File: config.mk
export PLATFORM = sky130hd
export DESIGN_NAME = dram_pd_ctrl
export DESIGN_NICKNAME = d
export VERILOG_FILES = /design/src/rtl/dram_pd_pkg.sv /design/src/rtl/dram_pd_idle_timer.sv /design/src/rtl/dram_pd_sat_ctr.sv /design/src/rtl/dram_pd_rank.sv /design/src/rtl/dram_pd_ctrl.sv
export SDC_FILE = /design/constraint.sdc
export NUM_CORES = 1
export LEC_CHECK = 0
export ABC_AREA = 1
export BUFFER_PORTS_ARGS = -buffer_cell sky130_fd_sc_hd__buf_2
export CAP_MARGIN = 40
export CORE_AREA = 2 2 118 177
export CTS_CLUSTER_DIAMETER = 120
export DETAILED_ROUTE_END_ITERATION = 8
export DIE_AREA = 0 0 120 179
export HOLD_SLACK_MARGIN = 0.08
export PLACE_DENSITY = 0.76
export SETUP_SLACK_MARGIN = 0.05
export SYNTH_ARGS = -nofsm -noshare
export SYNTH_HDL_FRONTEND = slang
export SYNTH_HIERARCHICAL = 1
export SYNTH_SLANG_ARGS = --single-unit
File: constraint.sdc
create_clock -name clk -period 2.05 [get_ports clk]
set_clock_uncertainty 0.1 [all_clocks]
set_input_delay 0.1025 -clock clk [delete_from_list [all_inputs] [get_ports clk]]
set_output_delay 0.1025 -clock clk [all_outputs]
set_load 0.05 [all_outputs]
File: src/rtl/dram_pd_pkg.sv
package dram_pd_pkg;
  typedef enum logic [1:0] {
    RK_ON   = 2'd0,
    RK_DOWN = 2'd1,
    RK_WAKE = 2'd2
  } rank_st_e;

  typedef enum logic [1:0] {
    PDK_NONE = 2'd0,
    PDK_ACT  = 2'd1,
    PDK_FAST = 2'd2,
    PDK_SLOW = 2'd3
  } pd_kind_e;
endpackage

File: src/rtl/dram_pd_idle_timer.sv
module dram_pd_idle_timer #(
  parameter int TMR_W = 8
) (
  input  logic             clk,
  input  logic             rst_n,
  input  logic             hold,
  input  logic [TMR_W-1:0] limit,
  output logic             expire
);
  logic [TMR_W-1:0] cnt_q, cnt_d;
  logic             limit_nz;

  assign limit_nz = |limit;
  assign expire   = !hold && limit_nz && (cnt_q == (limit - 1'b1));

  always_comb begin
    if (hold || expire) cnt_d = '0;
    else                cnt_d = cnt_q + 1'b1;
  end

  always_ff @(posedge clk or negedge rst_n) begin
    if (!rst_n) cnt_q <= '0;
    else        cnt_q <= cnt_d;
  end
endmodule

File: src/rtl/dram_pd_sat_ctr.sv
module dram_pd_sat_ctr #(
  parameter int W = 5
) (
  input  logic         clk,
  input  logic         rst_n,
  input  logic         clr,
  output logic [W-1:0] cnt
);
  logic [W-1:0] cnt_d;
  logic         at_max;

  assign at_max = &cnt;

  always_comb begin
    if (clr)         cnt_d = '0;
    else if (at_max) cnt_d = cnt;
    else             cnt_d = cnt + 1'b1;
  end

  always_ff @(posedge clk or negedge rst_n) begin
    if (!rst_n) cnt <= '0;
    else        cnt <= cnt_d;
  end
endmodule

File: src/rtl/dram_pd_rank.sv
module dram_pd_rank
  import dram_pd_pkg::*;
#(
  parameter int TMR_W = 8,
  parameter int DLY_W = 5
) (
  input  logic             clk,
  input  logic             rst_n,
  input  logic             en,
  input  logic             slow_sel,
  input  logic [TMR_W-1:0] idle_limit,
  input  logic [DLY_W-1:0] min_pd,
  input  logic [DLY_W-1:0] cmd_dly,
  input  logic [DLY_W-1:0] data_dly,
  input  logic             req,
  input  logic             rd,
  input  logic             bank_open,
  output logic             cke,
  output logic             nop_stb,
  output logic             pin_tristate,
  output logic             cmd_rdy,
  output logic             data_rdy,
  output logic [1:0]       kind
);
  localparam int CW = DLY_W + 1;

  rank_st_e         st_q, st_d;
  pd_kind_e         kind_q, kind_d;
  logic             kind_en;
  logic             expire, tmr_hold;
  logic [DLY_W-1:0] dwell, wake_idx;
  logic [DLY_W-1:0] data_lim;
  logic             dwell_met, data_met, cmd_met;

  // inactivity timer runs only while awake and quiet
  assign tmr_hold = (st_q != RK_ON) || req || rd || !en;

  dram_pd_idle_timer #(.TMR_W(TMR_W)) u_idle (
    .clk    (clk),
    .rst_n  (rst_n),
    .hold   (tmr_hold),
    .limit  (idle_limit),
    .expire (expire)
  );

  dram_pd_sat_ctr #(.W(DLY_W)) u_dwell (
    .clk   (clk),
    .rst_n (rst_n),
    .clr   (st_q != RK_DOWN),
    .cnt   (dwell)
  );

  dram_pd_sat_ctr #(.W(DLY_W)) u_wake (
    .clk   (clk),
    .rst_n (rst_n),
    .clr   (st_q != RK_WAKE),
    .cnt   (wake_idx)
  );

  assign dwell_met = ({1'b0, dwell} + CW'(1)) >= {1'b0, min_pd};
  assign data_lim  = (kind_q == PDK_SLOW && data_dly > cmd_dly) ? data_dly : cmd_dly;
  assign cmd_met   = wake_idx >= cmd_dly;
  assign data_met  = wake_idx >= data_lim;

  always_comb begin
    st_d    = st_q;
    kind_d  = kind_q;
    kind_en = 1'b0;
    unique case (st_q)
      RK_ON: begin
        if (expire) begin
          st_d    = RK_DOWN;
          kind_en = 1'b1;
          if (bank_open)     kind_d = PDK_ACT;
          else if (slow_sel) kind_d = PDK_SLOW;
          else               kind_d = PDK_FAST;
        end
      end
      RK_DOWN: begin
        if (req && dwell_met) st_d = RK_WAKE;
      end
      RK_WAKE: begin
        if (data_met) begin
          st_d    = RK_ON;
          kind_en = 1'b1;
          kind_d  = PDK_NONE;
        end
      end
      default: st_d = RK_ON;
    endcase
  end

  always_ff @(posedge clk or negedge rst_n) begin
    if (!rst_n) st_q <= RK_ON;
    else        st_q <= st_d;
  end

  always_ff @(posedge clk or negedge rst_n) begin
    if (!rst_n)       kind_q <= PDK_NONE;
    else if (kind_en) kind_q <= kind_d;
  end

  always_comb begin
    cke          = 1'b1;
    nop_stb      = 1'b0;
    pin_tristate = 1'b0;
    cmd_rdy      = 1'b1;
    data_rdy     = 1'b1;
    unique case (st_q)
      RK_DOWN: begin
        cke          = 1'b0;
        nop_stb      = (dwell == '0);
        pin_tristate = (dwell != '0);
        cmd_rdy      = 1'b0;
        data_rdy     = 1'b0;
      end
      RK_WAKE: begin
        nop_stb  = (wake_idx == '0);
        cmd_rdy  = cmd_met;
        data_rdy = data_met;
      end
      default: ;
    endcase
  end

  assign kind = kind_q;
endmodule

File: src/rtl/dram_pd_ctrl.sv
module dram_pd_ctrl #(
  parameter int NUM_RANKS = 4,
  parameter int TMR_W     = 8,
  parameter int DLY_W     = 5
) (
  input  logic                       clk,
  input  logic                       rst_n,
  input  logic [NUM_RANKS-1:0]       cfg_pd_en,
  input  logic                       cfg_slow_exit,
  input  logic [NUM_RANKS*TMR_W-1:0] cfg_idle_limit,
  input  logic [DLY_W-1:0]           cfg_min_pd,
  input  logic [DLY_W-1:0]           cfg_cmd_dly,
  input  logic [DLY_W-1:0]           cfg_data_dly,
  input  logic [NUM_RANKS-1:0]       req,
  input  logic [NUM_RANKS-1:0]       rd,
  input  logic [NUM_RANKS-1:0]       bank_open,
  output logic [NUM_RANKS-1:0]       cke,
  output logic [NUM_RANKS-1:0]       nop_stb,
  output logic [NUM_RANKS-1:0]       pin_tristate,
  output logic [NUM_RANKS-1:0]       cmd_rdy,
  output logic [NUM_RANKS-1:0]       data_rdy,
  output logic [2*NUM_RANKS-1:0]     pd_kind
);
  for (genvar r = 0; r < NUM_RANKS; r++) begin : g_rank
    dram_pd_rank #(.TMR_W(TMR_W), .DLY_W(DLY_W)) u_rank (
      .clk          (clk),
      .rst_n        (rst_n),
      .en           (cfg_pd_en[r]),
      .slow_sel     (cfg_slow_exit),
      .idle_limit   (cfg_idle_limit[r*TMR_W +: TMR_W]),
      .min_pd       (cfg_min_pd),
      .cmd_dly      (cfg_cmd_dly),
      .data_dly     (cfg_data_dly),
      .req          (req[r]),
      .rd           (rd[r]),
      .bank_open    (bank_open[r]),
      .cke          (cke[r]),
      .nop_stb      (nop_stb[r]),
      .pin_tristate (pin_tristate[r]),
      .cmd_rdy      (cmd_rdy[r]),
      .data_rdy     (data_rdy[r]),
      .kind         (pd_kind[2*r +: 2])
    );
  end
endmodule

Word-level counts from Yosys, hierarchy flattened
Index checks and enable logic that the tools add are counted.

Output and inout port bits: 28. Input bits: 66. Word-level logic and storage cells: 266. Register bits after elaboration: 88.

Reductions and logical operators: 84. Eq/ne operators: 44. $add $sub $neg: 20. Multiplexer cells: 85. $lt $le $gt $ge: 13.

Operators by type and width (number): $mux 5 (20); $add 5x1->5 const B (8); $ge 5x5->1 (8); $logic_not 5->1 (8); $mux 2 (20); $reduce_and 5->1 (8); $add 8x1->8 const B (4); $eq 8x8->1 (4); $mux 8 (4); $ne 2x2->1 const B (16); $pmux 1 s2 (16); $reduce_or 8->1 (4); $sub 8x1->8 const B (4); $add 5x1->6 const B (4); $ge 6x5->1 (4); $ne 2x1->1 const B (12); $pmux 2 s3 (4); $reduce_bool 5->1 (4); $mux 1 (17); $eq 2x2->1 const B (8); $logic_and 1x1->1 (16); $logic_or 1x1->1 (16); $pmux 2 s2 (4); $reduce_and 4->1 (4); 6 further kinds (29).

Logic depth before layout (Yosys ltp)
Depth after elaboration: 10. Gate-level depth with buffers: 15. Mapped depth without buffers: 15.

Modules after synthesis
Netlist, hierarchy kept.

Modules (own cells, without submodules): dram_pd_rank (area an instance 942.2 µm², times used 4, cells each 142, seq. area each 100.1 µm²); dram_pd_idle_timer (area an instance 735.7 µm², times used 4, cells each 124, seq. area each 200.2 µm²); dram_pd_sat_ctr (area an instance 270.3 µm², times used 8, cells each 33, seq. area each 125.1 µm²).

Worst setup path before layout
Ideal clock, no wire load.

Path type: reg-to-output. Start point: register g_rank[0].u_rank.kind_q[1]. End point: output data_rdy[0]. Cell stages (with the launch flop): 10. Data arrival time: 2.529 ns. Slack: -0.681 ns. Buffers on the path: 0. Data required time: 1.847 ns. Path through: dfrtp_1 o211a_1 nand2_1 nand2_1 o21ai_0 ha_1 nand2_1 nor2_2 o211ai_1 a21oi_1.

Longest elaborated chain between the ends: 5.

RTL lines: from (decl) (RTL line dram_pd_rank.sv:28) `pd_kind_e kind_q, kind_d;`; from (signal assigned) (RTL line dram_pd_rank.sv:100) `else if (kind_en) kind_q <= kind_d;`; $eq 2x2->1 (RTL line dram_pd_rank.sv:61) `assign data_lim = (kind_q == PDK_SLOW && data_dly > cmd_dly) ? data_dly : cmd_dly;`; $logic_and 1x1->1 (RTL line dram_pd_rank.sv:61); $mux 5 (RTL line dram_pd_rank.sv:61); $ge 5x5->1 (RTL line dram_pd_rank.sv:63) `assign data_met = wake_idx >= data_lim;`; $pmux 1 s2 (RTL line dram_pd_rank.sv:109) `unique case (st_q)`; to (decl) (RTL line dram_pd_ctrl.sv:21) `output logic [NUM_RANKS-1:0] data_rdy,`.

No other way between the ends.

Worst setup path in the final report
Start point: input cfg_data_dly[1]. End point: output data_rdy[1].

Longest elaborated chain between the ends: 5.

RTL lines: from (decl) (RTL line dram_pd_ctrl.sv:13) `input logic [DLY_W-1:0] cfg_data_dly,`; $gt 5x5->1 (RTL line dram_pd_rank.sv:61); $logic_and 1x1->1 (RTL line dram_pd_rank.sv:61); $mux 5 (*) (RTL line dram_pd_rank.sv:61); $ge 5x5->1 (*) (RTL line dram_pd_rank.sv:63); $pmux 1 s2 (*) (RTL line dram_pd_rank.sv:109).

Mark *: on every way between the ends. The rest lies on a longest branch, timed or not.

==> flow_summary.toml <==
[layout]
drive_gt1_frac = 0.298
fin_cells = 1834
syn2layout_area_growth_pct = 35.3
design_area_mm2 = 0.0120
fin_nets = 1767
antenna_cells = 0
layout_common_cells = "nand2_1 (325), inv_1 (218), nor2_1 (128), buf_4 (128), ha_1 (97)"
final_common_cell = "nand2_1"

[outcome]
outcome = "complete, but fails checks"
violations = "negative setup slack"

[cts]
cts-htree-levels = 3
clockRootBuffer = "clkbuf_16"
clkSinkCount = 88
clk_latency_ps = 360
cts_made_buffers = 9
clock_path_buffers = 2
cts_tree = "yes"
clk_pin_slew_worst_paths_ps = 70

[logic_synthesis]
synth_compound_area_frac = 0.0801
synthSimpleGateAreaFrac = 0.335
synth_edf_count = 0
synth.net_count = 1530
syn_inst = 1328
synthArstFlopShare = 1.00
synth_cell_types = 25
synth_top_family_by_area = "simple AND/OR/NAND/NOR gates"
synth_xor_area_frac = 0.0316
syn-cell-area_mm2 = 0.00887
syn_avg_cell_area_um2 = 6.68
yosysSeqAreaShare = 0.248
yosysWarnings = 6
synth_flop_cell = "dfrtp_1"
synthMuxAreaShare = 0
ys_seq_elements = 88
synthAdderAreaFrac = 0.192

[global_route]
track_usage = 0.230
grt.overflow.total = 0
grt_pass1_vias = 9042
antenna_found_initial = 0
grt_max_degree = 39
grt_pass1_wl_um = 40000

[detailed_routing]
drt-initial-drc-count = 465
post_drt_via_cell_ratio = 5.01
first_pass_iters = 5
routed_wirelength_um = 24400
antenna_left = 0
drc = 0
vias = 9193
drt-wirelength-per-cell_um = 13.3

[worst_setup_path]
r2r_end = "g_rank[1].u_rank/kind[1]$_DFFE_PN0P_"
cp_data_required_time_ps = 1850
crit_path_cell_trace = "buf_2, ha_4, nand4_1, o221ai_2, nand2_4, nand2_2, o21ai_2, ha_1, nand2_2, nor2_4, o211ai_1, a21oi_4, buf_6"
rr_worst_depth = 13
endpoint_kind = "output pin"
crit_path_max_fanout = 6
worstPathArrival_ps = 2340
crit_slowest_cell = "ha_1"
r2r_start = "g_rank[1].u_rank/kind[1]$_DFFE_PN0P_"
start_kind = "input port"
r2r_slack_ps = -340
slowest_delay_ps = 310
criticalPathCategory = "input port to output pin"
cpMostUsedCell = "nand2_2"

[placement]
port_buffers = 93
place_inst = 1783
placed_cell_area_mm2 = 0.0108
pre_cts_slack_ps = -699
gp_congestion = 0.870
hpwl_um = 18500

[power_and_ir_drop]
power.density_mw_per_mm2 = 949
p_total_w = 0.0114
vdd_drop_max_v = 0.000691
leakage_nw = 6.18

[sta]
hold_viol = 0
setup_viol = 20
drv_slew = 0
period_needed_ps = 2540
fmax_mhz = 394
rsz0062_at_grt = "yes"
max-slew-margin-rel = 0.646
finalCritPeriodShare = 1.24
fin_tns_setup_ps = -6880
worst_slew_pin_slew_ps = 531
setup_slack_ps = -490

[job]
cap_violations = 0

[min_path]
hold_path_class = "input port to register"
whs_path_depth = 5
min_to = "g_rank[3].u_rank/kind[0]$_DFFE_PN0P_"
worstHoldStart = "cfg_slow_exit"

[floorplanning]
initial_utilization = 0.441
ios = 94
die_h_um = 179
rows = 64
core-area_mm2 = 0.0201
die-area_mm2 = 0.0215
die_x_um = 120
## worst max path at each step
stage	startpoint	to	cells past startpoint
after floorplan	cfg_cmd_dly[4]	g_rank[0].u_rank/kind[0]$_DFFE_PN0P_	14
after global placement	cfg_cmd_dly[4]	g_rank[2].u_rank/kind[1]$_DFFE_PN0P_	16
after detailed placement	cfg_cmd_dly[4]	g_rank[2].u_rank/kind[0]$_DFFE_PN0P_	16
after CTS	cfg_cmd_dly[4]	data_rdy[2]	14
after global routing	cfg_data_dly[1]	data_rdy[1]	13
final	cfg_data_dly[1]	data_rdy[1]	13
## flip-flops by register name, summed over array words and instances (netlist names)
register,cells
g_rank.u_rank/u_idle/cnt_q,32
g_rank.u_rank/u_wake/cnt,20
g_rank.u_rank/u_dwell/cnt,20
g_rank.u_rank/kind,8
g_rank.u_rank/st_q,8
## worst max-delay path: cells and delay by family
| kind | cells | cell delay, ps |
|---|---|---|
| adder cells (fa/ha/maj) | 2 | 610 |
| buffers and inverters | 2 | 380 |
| AND/OR/NAND/NOR | 5 | 550 |
| AO/OA/AOI/OAI | 4 | 700 |
## metrics by stage
| step | utilization | hold WS (ps) |
|---|---|---|
| 6_report | 0.597 | 112 |
| 4_1_cts | 0.582 | 92.8 |
| 3_5_place_dp | 0.538 | 13.5 |
| 2_1_floorplan | - | -293 |
| 3_3_place_gp | 0.538 | 10.2 |
| 5_1_grt | 0.597 | 129 |
## cell usage after synthesis, types with 20 or more instances
cell     instances  share of area
nand2_1        356           0.15
inv_1          248           0.10
ha_1           136           0.19
nor2_1         132          0.056
dfrtp_1         88           0.25
nand3_1         88          0.050
a21oi_1         52          0.029
o21ai_0         40          0.023
nor3_1          36          0.020
nor2_2          24          0.017
inv_2           20         0.0085
xor2_1          20          0.020
## layout make-up
cell class / instances / area [um^2]
Clock inverter: 7 / 100
Tap cell: 264 / 330
Clock buffer: 9 / 225
Timing Repair Buffer: 224 / 1610
Inverter: 268 / 1070
Sequential cell: 88 / 2230
Multi-Input combinational cell: 974 / 6440
Fill cell: 1775 / 8100
## power by group
group,leakage (nW),internal [W],switching [W]
logic,4.85,0.00283,0.00438
clock network,0.161,0.00108,0.000741
registers,1.16,0.00206,0.000299
total,6.18,0.00597,0.00542
## cell families after synthesis
group | after synthesis
AND/OR/NAND/NOR | 684
AO/OA/AOI/OAI | 120
XOR/XNOR | 32
flip-flops | 88
adder cells (fa/ha/maj) | 136
buffers and inverters | 268
## routing by layer
metal	GRT usage	wire length (um)	up-vias
met5	0	0	-
met4	0.112	929	0
met3	0.0232	696	78
met2	0.440	13200	199
met1	0.249	9530	4251
li1	-	-	4665
## timing repair
item                                    CTS  global route
gates cloned                              0             2
buffers inserted                         17             9
resized for setup                       101            70
hold buffers                              7             0
endpoints found under the hold margin    89             0
endpoints found under the setup margin   28            40
pin swaps                                63            64
(Power assumes the default switching activity.)
